$ cat config.mk
export PLATFORM = sky130hd
export DESIGN_NAME = ras_predictor
export DESIGN_NICKNAME = d
export VERILOG_FILES = /design/src/rtl/ras_pkg.sv /design/src/rtl/ras_decoder.sv /design/src/rtl/ras_pending.sv /design/src/rtl/ras_stack.sv /design/src/rtl/ras_predictor.sv
export SDC_FILE = /design/constraint.sdc
export NUM_CORES = 1
export LEC_CHECK = 0
export BUFFER_PORTS_ARGS = -buffer_cell sky130_fd_sc_hd__buf_2
export CAP_MARGIN = 20
export CELL_PAD_IN_SITES_DETAIL_PLACEMENT = 2
export CELL_PAD_IN_SITES_GLOBAL_PLACEMENT = 2
export CORE_MARGIN = 2
export CORE_UTILIZATION = 30
export DETAILED_ROUTE_END_ITERATION = 8
export PLACE_DENSITY_LB_ADDON = 0.1
export SLEW_MARGIN = 0
export SYNTH_ARGS = -nofsm -noshare
export SYNTH_HDL_FRONTEND = slang
export SYNTH_HIERARCHICAL = 1
export SYNTH_SLANG_ARGS = --single-unit
$ cat constraint.sdc
create_clock -name clk -period 4 [get_ports clk]
set_input_delay 0.8 -clock clk [delete_from_list [all_inputs] [get_ports clk]]
set_output_delay 0.8 -clock clk [all_outputs]
set_load 0.03 [all_outputs]
$ cat src/rtl/ras_pkg.sv
package ras_pkg;

  // Classification of one fetched word
  typedef struct packed {
    logic call;     // branch with link (either form)
    logic ret;      // return through SP load or PC-from-LR operation
    logic prelude;  // PC copied into LR: arms a pending call
    logic branch;   // any immediate branch, with or without link
  } ras_cls_t;

  localparam logic [2:0] ENC_BRANCH = 3'b101;
  localparam logic [2:0] ENC_BLOCK  = 3'b100;
  localparam logic [1:0] ENC_SINGLE = 2'b01;
  localparam logic [1:0] ENC_DATAOP = 2'b00;
  localparam logic [6:0] ENC_BLXIMM = 7'b1111101;
  localparam logic [3:0] REG_SP     = 4'd13;
  localparam logic [3:0] REG_LR     = 4'd14;
  localparam logic [3:0] REG_PC     = 4'd15;
  localparam logic [3:0] COND_NV    = 4'b1111;

endpackage

$ cat src/rtl/ras_decoder.sv
module ras_decoder
  import ras_pkg::*;
(
  input  logic [31:0] instr_i,
  output ras_cls_t    cls_o
);

  logic is_bl, is_blx, is_br;
  logic ld_single, ld_block, dp_ret, dp_link;
  logic unused_bits;

  always_comb begin
    is_br     = (instr_i[27:25] == ENC_BRANCH);
    is_bl     = is_br && instr_i[24] && (instr_i[31:28] != COND_NV);
    is_blx    = (instr_i[31:25] == ENC_BLXIMM);
    ld_single = (instr_i[27:26] == ENC_SINGLE) && instr_i[20] &&
                (instr_i[15:12] == REG_PC) && (instr_i[19:16] == REG_SP);
    ld_block  = (instr_i[27:25] == ENC_BLOCK) && instr_i[20] &&
                instr_i[15] && (instr_i[19:16] == REG_SP);
    dp_ret    = (instr_i[27:26] == ENC_DATAOP) && !instr_i[25] &&
                (instr_i[15:12] == REG_PC) && (instr_i[3:0] == REG_LR);
    dp_link   = (instr_i[27:26] == ENC_DATAOP) && !instr_i[25] &&
                (instr_i[15:12] == REG_LR) && (instr_i[3:0] == REG_PC);

    cls_o.call    = is_bl || is_blx;
    cls_o.ret     = ld_single || ld_block || dp_ret;
    cls_o.prelude = dp_link;
    cls_o.branch  = is_br;
  end

  assign unused_bits = ^{instr_i[23:21], instr_i[14:4]};

endmodule

$ cat src/rtl/ras_pending.sv
module ras_pending #(
  parameter int AW = 32
) (
  input  logic          clk,
  input  logic          rst_n,
  input  logic          act_i,
  input  logic          prelude_i,
  input  logic          branch_i,
  input  logic [AW-1:0] pc_i,
  output logic          pend_vld_o,
  output logic [AW-1:0] pend_addr_o
);

  localparam logic [AW-1:0] LINK_OFS = AW'(8);

  logic          pend_q, pend_d;
  logic [AW-1:0] addr_q, addr_d;
  logic          addr_en;

  always_comb begin
    pend_d  = pend_q;
    addr_d  = addr_q;
    addr_en = 1'b0;
    if (act_i && prelude_i) begin
      pend_d  = 1'b1;
      addr_d  = pc_i + LINK_OFS;
      addr_en = 1'b1;
    end else if (act_i && branch_i) begin
      pend_d  = 1'b0;
    end
  end

  always_ff @(posedge clk or negedge rst_n) begin
    if (!rst_n) pend_q <= 1'b0;
    else        pend_q <= pend_d;
  end

  always_ff @(posedge clk or negedge rst_n) begin
    if (!rst_n)       addr_q <= '0;
    else if (addr_en) addr_q <= addr_d;
  end

  assign pend_vld_o  = pend_q;
  assign pend_addr_o = addr_q;

  assert_pend_clear_R8: assert property (@(posedge clk) disable iff (!rst_n)
    (act_i && branch_i) |=> !pend_q);

  assert_pend_hold_R10: assert property (@(posedge clk) disable iff (!rst_n)
    !act_i |=> $stable(pend_q));

endmodule

$ cat src/rtl/ras_stack.sv
module ras_stack #(
  parameter int AW    = 32,
  parameter int DEPTH = 8
) (
  input  logic          clk,
  input  logic          rst_n,
  input  logic          push_i,
  input  logic [AW-1:0] push_addr_i,
  input  logic          pop_i,
  output logic          top_vld_o,
  output logic [AW-1:0] top_addr_o
);

  localparam int PTR_W = (DEPTH > 1) ? $clog2(DEPTH) : 1;
  localparam int CNT_W = $clog2(DEPTH + 1);
  localparam logic [PTR_W-1:0] PTR_LAST = PTR_W'(DEPTH - 1);
  localparam logic [CNT_W-1:0] CNT_FULL = CNT_W'(DEPTH);

  logic [PTR_W-1:0] ptr_q, ptr_d, ptr_inc, ptr_dec;
  logic [CNT_W-1:0] cnt_q, cnt_d;
  logic             empty, full, do_pop;
  logic [DEPTH-1:0] wr_en;
  logic [AW-1:0]    rd_ent [DEPTH];

  always_comb begin
    empty   = (cnt_q == '0);
    full    = (cnt_q == CNT_FULL);
    do_pop  = pop_i && !empty;
    ptr_inc = (ptr_q == PTR_LAST) ? '0 : ptr_q + 1'b1;
    ptr_dec = (ptr_q == '0) ? PTR_LAST : ptr_q - 1'b1;
    ptr_d   = ptr_q;
    cnt_d   = cnt_q;
    if (push_i) begin
      ptr_d = ptr_inc;
      if (!full) cnt_d = cnt_q + 1'b1;
    end else if (do_pop) begin
      ptr_d = ptr_dec;
      cnt_d = cnt_q - 1'b1;
    end
  end

  always_ff @(posedge clk or negedge rst_n) begin
    if (!rst_n) begin
      ptr_q <= '0;
      cnt_q <= '0;
    end else begin
      ptr_q <= ptr_d;
      cnt_q <= cnt_d;
    end
  end

  for (genvar g = 0; g < DEPTH; g++) begin : g_ent
    logic [AW-1:0] ent_q;
    assign wr_en[g] = push_i && (ptr_inc == PTR_W'(g));
    always_ff @(posedge clk) begin
      if (wr_en[g]) ent_q <= push_addr_i;
    end
    assign rd_ent[g] = ent_q;
  end

  assign top_vld_o  = !empty;
  assign top_addr_o = rd_ent[ptr_q];

  assert_no_overflow_R6: assert property (@(posedge clk) disable iff (!rst_n)
    cnt_q <= CNT_FULL);

  assert_push_grow_R6: assert property (@(posedge clk) disable iff (!rst_n)
    (push_i && cnt_q != CNT_FULL) |=> cnt_q == $past(cnt_q) + 1'b1);

  assert_empty_pop_R7: assert property (@(posedge clk) disable iff (!rst_n)
    (pop_i && !push_i && cnt_q == '0) |=> ($stable(ptr_q) && cnt_q == '0));

  assert_single_wr_R6: assert property (@(posedge clk) disable iff (!rst_n)
    $onehot0(wr_en));

endmodule

$ cat src/rtl/ras_predictor.sv
module ras_predictor #(
  parameter int AW    = 32,
  parameter int DEPTH = 8
) (
  input  logic          clk,
  input  logic          rst_n,
  input  logic          en_i,
  input  logic          fetch_vld_i,
  input  logic [31:0]   instr_i,
  input  logic [AW-1:0] pc_i,
  output logic          pred_vld_o,
  output logic [AW-1:0] pred_tgt_o
);
  import ras_pkg::*;

  localparam logic [AW-1:0] CALL_OFS = AW'(4);

  ras_cls_t      cls;
  logic          act, push, pop;
  logic          pend_vld;
  logic [AW-1:0] pend_addr, push_addr;
  logic          top_vld;
  logic [AW-1:0] top_addr;
  logic          pvld_d;

  ras_decoder u_dec (
    .instr_i (instr_i),
    .cls_o   (cls)
  );

  ras_pending #(.AW(AW)) u_pend (
    .clk         (clk),
    .rst_n       (rst_n),
    .act_i       (act),
    .prelude_i   (cls.prelude),
    .branch_i    (cls.branch),
    .pc_i        (pc_i),
    .pend_vld_o  (pend_vld),
    .pend_addr_o (pend_addr)
  );

  always_comb begin
    act       = fetch_vld_i && en_i;
    push      = act && (cls.call || (cls.branch && pend_vld));
    push_addr = cls.call ? (pc_i + CALL_OFS) : pend_addr;
    pop       = act && cls.ret;
    pvld_d    = pop && top_vld;
  end

  ras_stack #(.AW(AW), .DEPTH(DEPTH)) u_stk (
    .clk         (clk),
    .rst_n       (rst_n),
    .push_i      (push),
    .push_addr_i (push_addr),
    .pop_i       (pop),
    .top_vld_o   (top_vld),
    .top_addr_o  (top_addr)
  );

  always_ff @(posedge clk or negedge rst_n) begin
    if (!rst_n) pred_vld_o <= 1'b0;
    else        pred_vld_o <= pvld_d;
  end

  always_ff @(posedge clk or negedge rst_n) begin
    if (!rst_n)      pred_tgt_o <= '0;
    else if (pvld_d) pred_tgt_o <= top_addr;
  end

  always_comb begin
    if (rst_n) assert_no_push_pop_R9: assert (!(push && pop));
  end

  assert_disable_quiet_R10: assert property (@(posedge clk) disable iff (!rst_n)
    !en_i |=> !pred_vld_o);

  assert_pred_after_fetch_R11: assert property (@(posedge clk) disable iff (!rst_n)
    pred_vld_o |-> $past(fetch_vld_i && en_i));

endmodule

[After elaboration in Yosys (flattened, before gate mapping)]
Cells that the tools add are included.
Word-level totals
  flip-flop bits (word level): 329
  memories: 0
  ROM bits: 0
  bits in latches: 0
  logic and storage cells: 98
  memory bits (writable): 0
  input bits: 68
Operators by class
  magnitude comparators: 1
  multiply operators: 0
  shift operators: 0
  eq/ne operators: 20
  divide/modulo/power cells: 0
  mux-type cells: 14
  bitwise logic cells: 1
  add/subtract/negate cells: 6
  reduce and logical (&&, ||, !) cells: 42
Operators by type and width (count)
  $bmux W32 S3: 1
  $mux W32: 3
  $add A32 B3 Y32 const B: 1
  $add A32 B4 Y32 const B: 1
  $logic_and A1 B1 Y1: 28
  $eq A4 B4 Y1 const B: 6
  $eq A3 B3 Y1 const B: 7
  $mux W3: 4
  $mux W4: 3
  $eq A7 B7 Y1 const B: 1
  $eq A3 B2 Y1 const B: 2
  $logic_not A3 Y1: 2
  $add A4 B1 Y4 const B: 1
  $ge A4 B4 Y1 const B: 1
  $logic_not A4 Y1: 1
  $logic_or A1 B1 Y1: 4
  $ne A4 B4 Y1 const B: 1
  $not A3 Y4: 1
  $reduce_and A2 Y1: 2
  $reduce_bool A2 Y1: 2
  $sub A4 B1 Y4 const B: 1
  $add A3 B1 Y3 const B: 1
  $eq A3 B1 Y1 const B: 1
  $mux W1: 3
  other kinds (5): 6

[Depth between registers and ports, before layout]
Gate-level depths: netlist of run 1.
  depth in word-level cells: 10
  depth in mapped cells: 12
  depth with buffers taken out: 9

[Cells and area by module]
Netlist of run 1, hierarchy kept.
Modules (own cells, without submodules)
  ras_stack: times used 1, cells each 433, area each 10207.3 um^2, seq. area each 7862.5 um^2
  ras_predictor: times used 1, cells each 232, area each 2177.1 um^2, seq. area each 825.8 um^2
  ras_pending: times used 1, cells each 199, area each 1746.7 um^2, seq. area each 825.8 um^2
  ras_decoder: times used 1, cells each 17, area each 120.1 um^2, seq. area each 0.0 um^2

[Worst setup path after synthesis of run 1]
Ideal clock, no wire load.
  kind: input-to-reg
  start point: input port instr_i[26]
  end point: register u_stk.g_ent[0].ent_q[0], enable pin
  cell stages on the path: 9
  data arrival time: 4572 ps
  path slack: -1039 ps
  path buffers: 3
  cell sequence: and3b_1 -> nor2b_1 -> clkbuf_1 -> clkbuf_1 -> a21oi_1 -> nor2b_1 -> buf_2 -> inv_1 -> nor3b_1
RTL lines
  start: declaration: RTL line ras_predictor.sv:9  | input logic [31:0] instr_i,
  end signal: assignment: RTL line ras_stack.sv:56  | if (wr_en[g]) ent_q <= push_addr_i;
  end: declaration: RTL line ras_stack.sv:53  | logic [AW-1:0] ent_q;

==> reports/metrics.cfg, run 1 <==
[power_and_ir_drop]
p_clk_share_pct=40.8
ir_drop_mv=0.2597
power_density_nw_per_um2=520.2
p_int_mw=6.630
power_switching_mw=2.168
power_frac_seq_pct=43.7
p_sw_share_pct=24.64
p_leak_nw=6.100
p_comb_share_pct=15.5

[timing]
worst-slew-pin-transition_ns=0.9357
fmax_mhz=360.9
fin_crit_sh_pct=69.27
fin_ws_ns=1.229
fin_skew_ns=0.02860
finalHoldViolCount=0
whs_ns=0.1288
rsz0062_at_grt=false
finalMaxSlewViolations=0
min_period_ns=2.771
setup_viol=0
max_slew_margin_pct=35.83

[detailed_routing]
wire_per_inst_um=22.44
drtIter0Drc=266
drc=0
drt_pass1_iterations=4
routed_wl_um=36780
ant_nets=0
avgViaCountPerCell=4.943
num_vias=8101

[synthesis]
synth.area.top_cells=edfxtp_1 (54%), dfrtp_1 (13%), mux4_2 (10%), mux2_2 (5.6%), nand2_1 (1.5%)
avgSynthCellArea_sq_um=16.18
syn-num-nets=962
synth-seq-cells=329
ys_seq_area_share_pct=66.76
synth_most_common_cell=edfxtp_1
synth_area_sq_um=14250
synth_edf_count=256
yosys_most_used_dff=edfxtp_1
synthArstFlopShare_pct=22.19
yosys.area.top_type=edfxtp_1
synth_top_cell_area_share_pct=53.94
ys_warn_count=6
ys_types=56
synth_cells=881
yosys-top-cells-count=edfxtp_1 (256), dfrtp_1 (73), mux2_2 (71), mux4_2 (65), nand2_1 (57)

[die]
rows=79
start_util_pct=30.48
coreArea_sq_um=46750
dieArea_sq_um=49260
chipHeight_um=222.0
num_io_pins=101
die_w_um=222.0

[placement]
dpl_cell_area_sq_um=15630
dp_hpwl_um=23900
io_buffers=89
gp_congestion=0.6852
dpl_worst_slack_ns=0.6145

[critical_path]
r2r_end=u_stk/g_ent[1].ent_q[25]
start_kind=input pin
path_buf_inv=3
arrival_ns=2.99
worstSetupStartpoint=instr_i[26]
critical_path_peak_fanout=28
worstPathCellList=buf_2 > and3b_1 > nor2b_4 > a21oi_1 > nor2b_1 > inv_1 > nor3b_2 > buf_12
critPathKind=input pin to flop
cp_top_family=simple AND/OR/NAND/NOR gates
rr_worst_depth=4
cpMaxStageDelayCell=nor3b_2
required_ns=4.22
reg2reg_from=u_stk/ptr_q[0]
endpoint_kind=flop
rrSetupSlack_ns=1.29
critPathMaxStageDelay_ns=0.64

[grt]
antenna_found_initial=0
grt_max_degree=60
grt_usage_pct=15.33
grt_pass1_wl_um=56670
grt_pass1_vias=9183
grt_overflow=0

[cts]
h-tree-depth=2
cts-buffers-inserted=38
post_cts_resized=0
cts_root_buf=clkbuf_16
cts_buffer_depth=3
cts_setup_buffers=0
insertion_delay_ns=0.55
ctsHoldBuffers=0
cts_tree=yes
numClockSinks=329
clk_pin_slew_ns=0.06

[layout]
fillCellCount=4670
nets=1083
regArea_sq_um=9519
design_area_sq_um=16910
final_layout_size_suffix_gt1_share_pct=32.82
multiInputGateArea_sq_um=4508
post-route-util_pct=36.18
area_growth_pct=18.68

[hold_path]
hold_class=input pin to async pin

[job]
max_cap_violations=0

[run_status]
status=completed

==> worst reg2reg max path: stages (launching register included) <==
cell and delay [ns]:
dfrtp_4 0.70, ha_1 0.34, ha_1 0.42, nor3b_2 0.62
buf_12 0.31
==> final cells by class <==
class | count | share of cell area [%]
Antenna cell | 2 | 0.02959
Clock inverter | 17 | 1.472
Multi-Input combinational cell | 497 | 26.65
Clock buffer | 51 | 6.088
Sequential cell | 329 | 56.28
Inverter | 12 | 0.2663
Timing Repair Buffer | 124 | 4.720
Tap cell | 607 | 4.490
==> worst max path at each step <==
stage | end | slack, ns | depth (start not counted)
after floorplan | u_stk/g_ent[0].ent_q[0] | -1.04 | 9
after global placement | u_stk/g_ent[1].ent_q[11] | 0.69 | 8
after detailed placement | u_stk/g_ent[1].ent_q[7] | 0.61 | 8
after CTS | u_stk/g_ent[1].ent_q[5] | 1.17 | 4
after global routing | u_stk/g_ent[1].ent_q[5] | 0.96 | 8
final | u_stk/g_ent[1].ent_q[25] | 1.23 | 8
==> routing by layer <==
metal / GRT usage [%] / share of wire, % / wire length (um) / vias to the layer above
met3: 2.690 / 2.8 / 1021 / 53
met5: 0 / 0 / 0 / -
met4: 4.054 / 2.2 / 796 / 0
met1: 19.48 / 45 / 16400 / 4210
met2: 26.98 / 50 / 18570 / 98
li1: - / - / - / 3740
==> stage by stage <==
| step | std cells | TNS, ns | power (mW) |
|---|---|---|---|
| 2_1_floorplan | 881 | -74.60 | 4.896 |
| 3_3_place_gp | 1569 | 0 | 5.327 |
| 3_5_place_dp | 1569 | 0 | 5.335 |
| 4_1_cts | 1637 | 0 | 8.995 |
| 5_1_grt | 1637 | 0 | 9.207 |
| 6_report | 1639 | 0 | 8.798 |
==> power by group through the flow <==
stage / logic, mW / clock network [mW] / registers (mW)
floorplan: 1.03 / 0 / 3.87
global placement: 1.40 / 0 / 3.92
detailed placement: 1.41 / 0 / 3.93
CTS: 1.42 / 3.73 / 3.85
global route: 1.50 / 3.84 / 3.87
finish: 1.36 / 3.59 / 3.85
==> logic make-up (layout without fill, tap and decap cells) <==
logic type               count (synthesis)  in the layout  synth area share (%)
AO/OA/AOI/OAI                          101            101                 4.328
XOR/XNOR                                27             27                 1.659
adder cells (fa/ha/maj)                 13             13                 1.194
buffers and inverters                   55            204                 1.887
flip-flops                             329            329                 66.76
multiplexers                           137            137                 15.95
other                                    0              2                     0
AND/OR/NAND/NOR                        219            219                 8.218
==> sequential cells by signal, summed over array words and instances (netlist names) <==
register / count
pred_tgt_o: 32
pred_vld_o: 1
u_pend/pend_addr_o: 32
u_pend/pend_vld_o: 1
u_stk/cnt_q: 4
u_stk/g_ent.ent_q: 256
u_stk/ptr_q: 3
==> cells in the final DEF (no fill, tap or decap), types with 3 or more instances in the layout <==
cell type / instances
a21oi_1: 17
mux2_2: 71
buf_4: 29
nor2_1: 46
nor3b_2: 3
clkbuf_16: 38
inv_1: 11
and4_1: 7
dfrtp_1: 71
nor4_1: 3
a31oi_1: 30
and3_1: 10
and3_2: 5
nand2_1: 56
o21ai_0: 27
xor2_1: 14
clkinv_1: 4
nand4_1: 17
ha_1: 12
or4_1: 18
or3_1: 12
clkbuf_8: 3
o31ai_1: 18
mux4_2: 65
xnor2_1: 13
buf_2: 88
bufinv_16: 6
nor3_1: 3
clkinv_2: 5
buf_12: 7
edfxtp_1: 256
nand3_1: 16
nand2b_1: 3
clkbuf_1: 10
Power figures use the tool's default switching activity.
==> inputs of run 2 (changes only) <==
==> constraint.sdc (replaced) <==
create_clock -name clk -period 2.44 [get_ports clk]
set_input_delay 0.488 -clock clk [delete_from_list [all_inputs] [get_ports clk]]
set_output_delay 0.488 -clock clk [all_outputs]
set_load 0.03 [all_outputs]
==> run 2 against run 1 <==
Against the previous run: via count is 4.6% higher; sequential share of layout area is 2.0 points lower; count of clock-buffer cells in the layout is 4 higher; first-iteration DRC count is 48% higher; hold slack better by 0.024 ns; core utilization is 1.3 points higher; sequential power is 61% higher; die area stayed put; critical path type is now flop to flop; largest cell class unchanged; highest routed layer unchanged.
==> reports/metrics.cfg, run 2 (synthesis results as in run 1) <==
[critical_path]
critical_path_peak_fanout=18  ; -36%
path_buf_inv=1  ; -2
rr_worst_depth=4  ; unchanged
critPathKind=flop to flop
cp_num_cells=4  ; -4
worstSetupStartpoint=u_stk/ptr_q[0]
cp_top_family=multiplexers
arrival_ns=2.52  ; -0.47 ns
crit_end=pred_tgt_o[31]
crit_top_cell=mux2_2
required_ns=2.87  ; -1.35 ns
start_kind=flop
cpMaxStageDelayCell=mux4_2
worstPathCellList=buf_4 > mux4_2 > mux2_2 > mux2_2
critPathMaxStageDelay_ns=0.56  ; -0.08 ns
endpoint_kind=flop
r2r_end=pred_tgt_o[31]
reg2reg_from=u_stk/ptr_q[0]
rrSetupSlack_ns=0.35  ; -0.94 ns

[layout]
post-route-util_pct=37.51  ; +1.3 points
area_growth_pct=23.07
nets=1153  ; +6.5%
final_layout_size_suffix_gt1_share_pct=36.91  ; +4.1 points
top_register=u_stk/g_ent.ent_q
layout_common_cells=edfxtp_1 (256), buf_2 (88), buf_4 (88), mux2_2 (71), dfrtp_1 (71)
largest_reg_flops=256  ; unchanged
final_common_cell=edfxtp_1

[die]
coreArea_sq_um=46750  ; unchanged
num_io_pins=101  ; unchanged
chipHeight_um=222.0  ; unchanged
start_util_pct=30.48  ; unchanged
dieArea_sq_um=49260  ; unchanged
rows=79  ; unchanged
die_w_um=222.0  ; unchanged

[grt]
grt_max_degree=68  ; +13%
grt_overflow=0  ; unchanged
grt_pass1_vias=9593  ; +4.5%
grt_usage_pct=16.23  ; +0.90 points
grt_pass1_wl_um=59970  ; +5.8%
antenna_found_initial=1  ; +1

[power_and_ir_drop]
p_sw_share_pct=25.22  ; +0.58 points
p_comb_share_pct=17.3  ; +1.8 points
p_int_mw=10.79  ; +63%
p_leak_nw=6.476  ; +6.2%
total_power_mw=14.43  ; +64%
ir_drop_mv=0.3692  ; +42%
power_switching_mw=3.638  ; +68%
power_frac_seq_pct=43.0  ; -0.7 points
p_clk_share_pct=39.7  ; -1.1 points
power_density_nw_per_um2=822.5  ; +58%

[placement]
io_buffers=89  ; unchanged
gp_congestion=0.7095  ; +3.5%
dp_hpwl_um=25120  ; +5.1%

[cts]
insertion_delay_ns=0.55  ; about the same
ctsHoldBuffers=1  ; +1
cts-buffers-inserted=39  ; +2.6%
cts_setup_buffers=0  ; unchanged
numClockSinks=329  ; unchanged
cts_root_buf=clkbuf_16
clk_pin_slew_ns=0.06  ; about the same
h-tree-depth=2  ; unchanged
cts_buffer_depth=3  ; unchanged
post_cts_resized=0  ; unchanged
cts_tree=yes

[detailed_routing]
drc=0  ; unchanged
met2WireLength_um=19500  ; +5.1%
met1_length_um=17730  ; +8.2%
drtIter0Drc=395  ; +48%
num_vias=8472  ; +4.6%
routed_wl_um=38840  ; +5.6%
highest_layer=met4
ant_nets=0  ; unchanged
drt_pass1_iterations=4  ; unchanged
wire_per_inst_um=22.74  ; +1.3%
wl_met3_um=917  ; -10%
avgViaCountPerCell=4.960  ; +0.35%

[timing]
max_slew_margin_pct=64.65  ; +29 points
finalMaxSlewViolations=0  ; unchanged
fin_skew_ns=0.01033  ; -0.01826 ns
fmax_mhz=477.9
min_period_ns=2.092
setup_viol=0  ; unchanged
finalHoldViolCount=0  ; unchanged
worst-slew-pin-transition_ns=0.5302  ; -0.4056 ns
rsz0062_at_grt=false
fin_crit_sh_pct=85.75

[job]
max_cap_violations=0  ; unchanged

[run_status]
status=completed

[hold_path]
holdPathStages=3
hold_class=input pin to flop
hp-start=pc_i[1]

[run 2: worst reg2reg max path: cells and delay by family, from the launching register on]
| family | cells | cell delay, ns |
|---|---|---|
| flip-flops | 1 | 0.45 |
| buffers and inverters | 1 | 0.36 |
| multiplexers | 3 | 1.17 |
[run 2: metal layers]
metal | vias up | global-route usage (%)
li1 | 3881 | -
met1 | 4451 | 21.48
met2 | 98 | 27.86
met3 | 42 | 2.187
met4 | 0 | 4.730
met5 | - | 0
[run 2: layout make-up]
| cell class | instances | area [sq um] |
|---|---|---|
| Antenna cell | 1 | 2.502 |
| Clock buffer | 55 | 1089 |
| Clock inverter | 14 | 150.1 |
| Fill cell | 4654 | 29210 |
| Inverter | 12 | 50.05 |
| Multi-Input combinational cell | 497 | 4538 |
| Sequential cell | 329 | 9519 |
| Tap cell | 607 | 759.5 |
| Timing Repair Buffer | 193 | 1431 |
[run 2: worst min path at each step]
| stage | end | slack [ns] |
|---|---|---|
| after detailed placement | u_pend/pend_addr_o[2] | 0.47 |
| final | u_pend/pend_addr_o[1] | 0.15 |
| after CTS | u_pend/pend_addr_o[1] | 0.12 |
| after floorplan | pred_tgt_o[0] | 0.19 |
| after global placement | u_pend/pend_addr_o[1] | 0.45 |
| after global routing | u_pend/pend_addr_o[1] | 0.16 |
[run 2: power by group through the flow]
stage	clock network, mW	logic, mW	registers (mW)
3_5_place_dp	0	2.58	6.32
6_report	5.72	2.50	6.20
3_3_place_gp	0	2.54	6.32
2_1_floorplan	0	1.73	6.34
4_1_cts	5.94	2.60	6.20
5_1_grt	6.12	2.75	6.22
[run 2: per-stage QoR]
stage	setup WS, ns	std cells	hold WS [ns]	instance area (sq um)	TNS [ns]
2_1_floorplan	-0.4027	881	0.1924	14330	-68.73
3_3_place_gp	-0.1963	1637	0.4541	16290	-4.402
3_5_place_dp	-0.2154	1637	0.4682	16290	-6.280
4_1_cts	0.3227	1707	0.1231	17540	0
5_1_grt	0.2056	1707	0.1575	17540	0
6_report	0.3476	1708	0.1529	17540	0
==> inputs of run 3 (changes only) <==
--- a/config.mk
+++ b/config.mk
@@ -5,6 +5,7 @@
 export SDC_FILE = /design/constraint.sdc
 export NUM_CORES = 1
 export LEC_CHECK = 0
+export ABC_AREA = 1
 export BUFFER_PORTS_ARGS = -buffer_cell sky130_fd_sc_hd__buf_2
 export CAP_MARGIN = 20
 export CELL_PAD_IN_SITES_DETAIL_PLACEMENT = 2
==> run 3 against run 2 <==
Against the previous run: worst setup slack gained 0.029 ns; global-route usage increased by 3.1 points; clock power rose by 0.7%; wire length rose by 28%; critical path depth increased by 1; largest cell class unchanged; largest power group unchanged; combinational power up 5%; power up 0.61%; synthesized cell count increased by 92%; first-iteration DRC count is 23% higher; final area rose by 5.9%.
==> reports/metrics.cfg, run 3 <==
[run_status]
status=completed

[die]
coreArea_sq_um=51300  ; +9.7%
die_w_um=231.8  ; +4.4%
start_util_pct=30.34  ; -0.14 points
chipHeight_um=231.8  ; +4.4%
dieArea_sq_um=53720  ; +9.1%
rows=83  ; +5.1%
num_io_pins=101  ; unchanged

[layout]
area_growth_pct=19.31
diodes=0  ; -1
top_register=u_stk/g_ent.ent_q
final_layout_size_suffix_gt1_share_pct=15.46  ; -21 points
multiInputGateArea_sq_um=5474  ; +21%
largest_reg_flops=256  ; unchanged
regArea_sq_um=9519  ; unchanged
layout_common_cells=nand2_1 (651), edfxtp_1 (256), nor2_1 (226), o21ai_0 (121), buf_2 (88)
fillCellCount=5693  ; +22%
nets=1893  ; +64%
final_common_cell=nand2_1
design_area_sq_um=18570  ; +5.9%

[job]
max_cap_violations=0  ; unchanged

[power_and_ir_drop]
p_clk_share_pct=39.7  ; about the same
p_comb_share_pct=18.1  ; +0.8 points
power_switching_mw=4.318  ; +19%
p_sw_share_pct=29.75  ; +4.5 points
ir_drop_mv=0.4080  ; +11%
p_leak_nw=7.865  ; +21%
p_int_mw=10.20  ; -5.5%
power_density_nw_per_um2=781.5  ; -5.0%
power_frac_seq_pct=42.2  ; -0.8 points

[timing]
rsz0062_at_grt=false
setup_viol=0  ; unchanged
worst-slew-pin-transition_ns=0.8864  ; +0.3563 ns
min_period_ns=2.063  ; -0.02948 ns
finalHoldViolCount=0  ; unchanged
fin_ws_ns=0.3771  ; +0.02948 ns
finalMaxSlewViolations=0  ; unchanged
max_slew_margin_pct=40.51  ; -24 points
fin_crit_sh_pct=84.55  ; -1.2 points
fin_skew_ns=0.01814  ; +0.007812 ns
fmax_mhz=484.8  ; +1.4%

[critical_path]
critPathKind=flop to flop
endpoint_kind=flop
start_kind=flop
critical_path_peak_fanout=16  ; -2
required_ns=2.70  ; -0.17 ns
arrival_ns=2.32  ; -0.20 ns

[synthesis]
synth_edf_count=256  ; unchanged
synthArstFlopShare_pct=22.19  ; unchanged
yosys_most_used_dff=edfxtp_1
synth_top_cell_area_share_pct=49.39  ; -4.6 points
synth.area.top_cells=edfxtp_1 (49%), nand2_1 (16%), dfrtp_1 (12%), nor2_1 (5.6%), o21ai_0 (3.9%)
synth-seq-cells=329  ; unchanged
yosys-top-cells-count=nand2_1 (651), edfxtp_1 (256), nor2_1 (234), o21ai_0 (121), nand3_1 (74)
ys_seq_area_share_pct=61.12  ; -5.6 points
syn-num-nets=1769  ; +84%
synth_most_common_cell=nand2_1
avgSynthCellArea_sq_um=9.222  ; -43%
ys_warn_count=6  ; unchanged
synth_cells=1688  ; +92%
yosys.area.top_type=edfxtp_1
synth_area_sq_um=15570  ; +9.2%
ys_types=34  ; -39%

[grt]
antenna_found_initial=1  ; unchanged
grt_pass1_vias=13380  ; +39%
grt_pass1_wl_um=78810  ; +31%
grt_overflow=0  ; unchanged
grt_usage_pct=19.30  ; +3.1 points
grt_max_degree=74  ; +8.8%

[detailed_routing]
drt_pass1_iterations=4  ; unchanged
ant_nets=0  ; unchanged
avgViaCountPerCell=4.707  ; -5.1%
drc=0  ; unchanged
drtIter0Drc=487  ; +23%
num_vias=11880  ; +40%
wire_per_inst_um=19.76  ; -13%
routed_wl_um=49860  ; +28%

[cts]
cts_buffer_depth=3  ; unchanged
insertion_delay_ns=0.56  ; about the same
numClockSinks=329  ; unchanged
clk_pin_slew_ns=0.06  ; about the same
cts_root_buf=clkbuf_16
cts_tree=yes
cts-buffers-inserted=39  ; unchanged
h-tree-depth=2  ; unchanged

[placement]
io_buffers=89  ; unchanged
dpl_cell_area_sq_um=17320  ; +6.3%
dpl_worst_slack_ns=0.06840  ; +0.2838 ns
gp_congestion=0.7772  ; +9.5%
dp_hpwl_um=33700  ; +34%

[hold_path]
hold_class=input pin to flop

==> run 3: cell types whose count changed after synthesis, moves of 51 or more <==
cell and change:
nand2_1 +594, nor2_1 +186, o21ai_0 +94, mux2_2 -71, mux4_2 -65, nand3_1 +58, inv_1 +51
==> run 3: final cells by class <==
cell class,count,share of cell area [%]
clock inverter,17,0.9567
timing repair buffer,153,6.495
sequential,329,51.26
multi-input combinational,1219,29.48
tap,680,4.581
inverter,70,1.489
clock buffer,55,5.747
==> run 3: critical path, cell delays in order (launching register included) <==
cell and delay, ns:
dfrtp_4 0.51, ha_1 0.24, ha_1 0.30, or2_4 0.29
nor2_4 0.21, buf_12 0.20
==> run 3: worst paths after layout <==
path / startpoint / to / slack [ns] / depth (start not counted)
max: u_stk/ptr_q[0] / u_stk/g_ent[3].ent_q[26] / 0.38 / 5
min: pc_i[1] / u_pend/pend_addr_o[1] / 0.16 / 3
max reg2reg: u_stk/ptr_q[0] / u_stk/g_ent[3].ent_q[26] / 0.38 / 5
min reg2reg: pred_tgt_o[26] / pred_tgt_o[26] / 0.47 / 2
max in group asynchronous: rst_n / u_pend/pend_addr_o[20] / 1.54 / 3
min in group asynchronous: rst_n / pred_tgt_o[7] / 0.49 / 3
==> run 3: per-layer routing <==
layer | part of all wire, % | track usage [%]
met5 | 0 | 0
met1 | 44 | 23.86
met3 | 2.5 | 2.701
met4 | 1.8 | 4.467
met2 | 51 | 35.35
==> run 3: timing repair <==
action / in CTS / in global routing
setup buffers: 0 / 0
hold endpoints to repair: 49 / 0
setup endpoints to repair: 0 / 0
resized for setup: 0 / 0
hold buffers: 1 / 0
==> run 3: logic make-up after synthesis <==
group                    after synthesis  synth area share, %
buffers and inverters                140                4.164
AND/OR/NAND/NOR                     1034                27.74
XOR/XNOR                              12               0.6752
adder cells (fa/ha/maj)               13                1.093
AO/OA/AOI/OAI                        160                5.209
flip-flops                           329                61.12
==> run 3: metrics by stage <==
step           cells  TNS (ns)  util (%)  power, mW  hold slack [ns]
2_1_floorplan   1688    -29.08         -      7.934           0.1924
3_3_place_gp    2450         0     33.75      8.825           0.4585
3_5_place_dp    2450         0     33.75      8.916           0.4630
4_1_cts         2523         0     36.20      14.80           0.1262
5_1_grt         2523         0     36.20      15.31           0.1551
6_report        2523         0     36.20      14.51           0.1566
==> run 3: power groups by stage <==
stage          clock network, mW  logic (mW)  registers, mW
2_1_floorplan                  0        1.69           6.24
3_3_place_gp                   0        2.60           6.23
3_5_place_dp                   0        2.68           6.24
4_1_cts                     5.97        2.71           6.12
5_1_grt                     6.15        3.03           6.13
6_report                    5.76        2.63           6.12
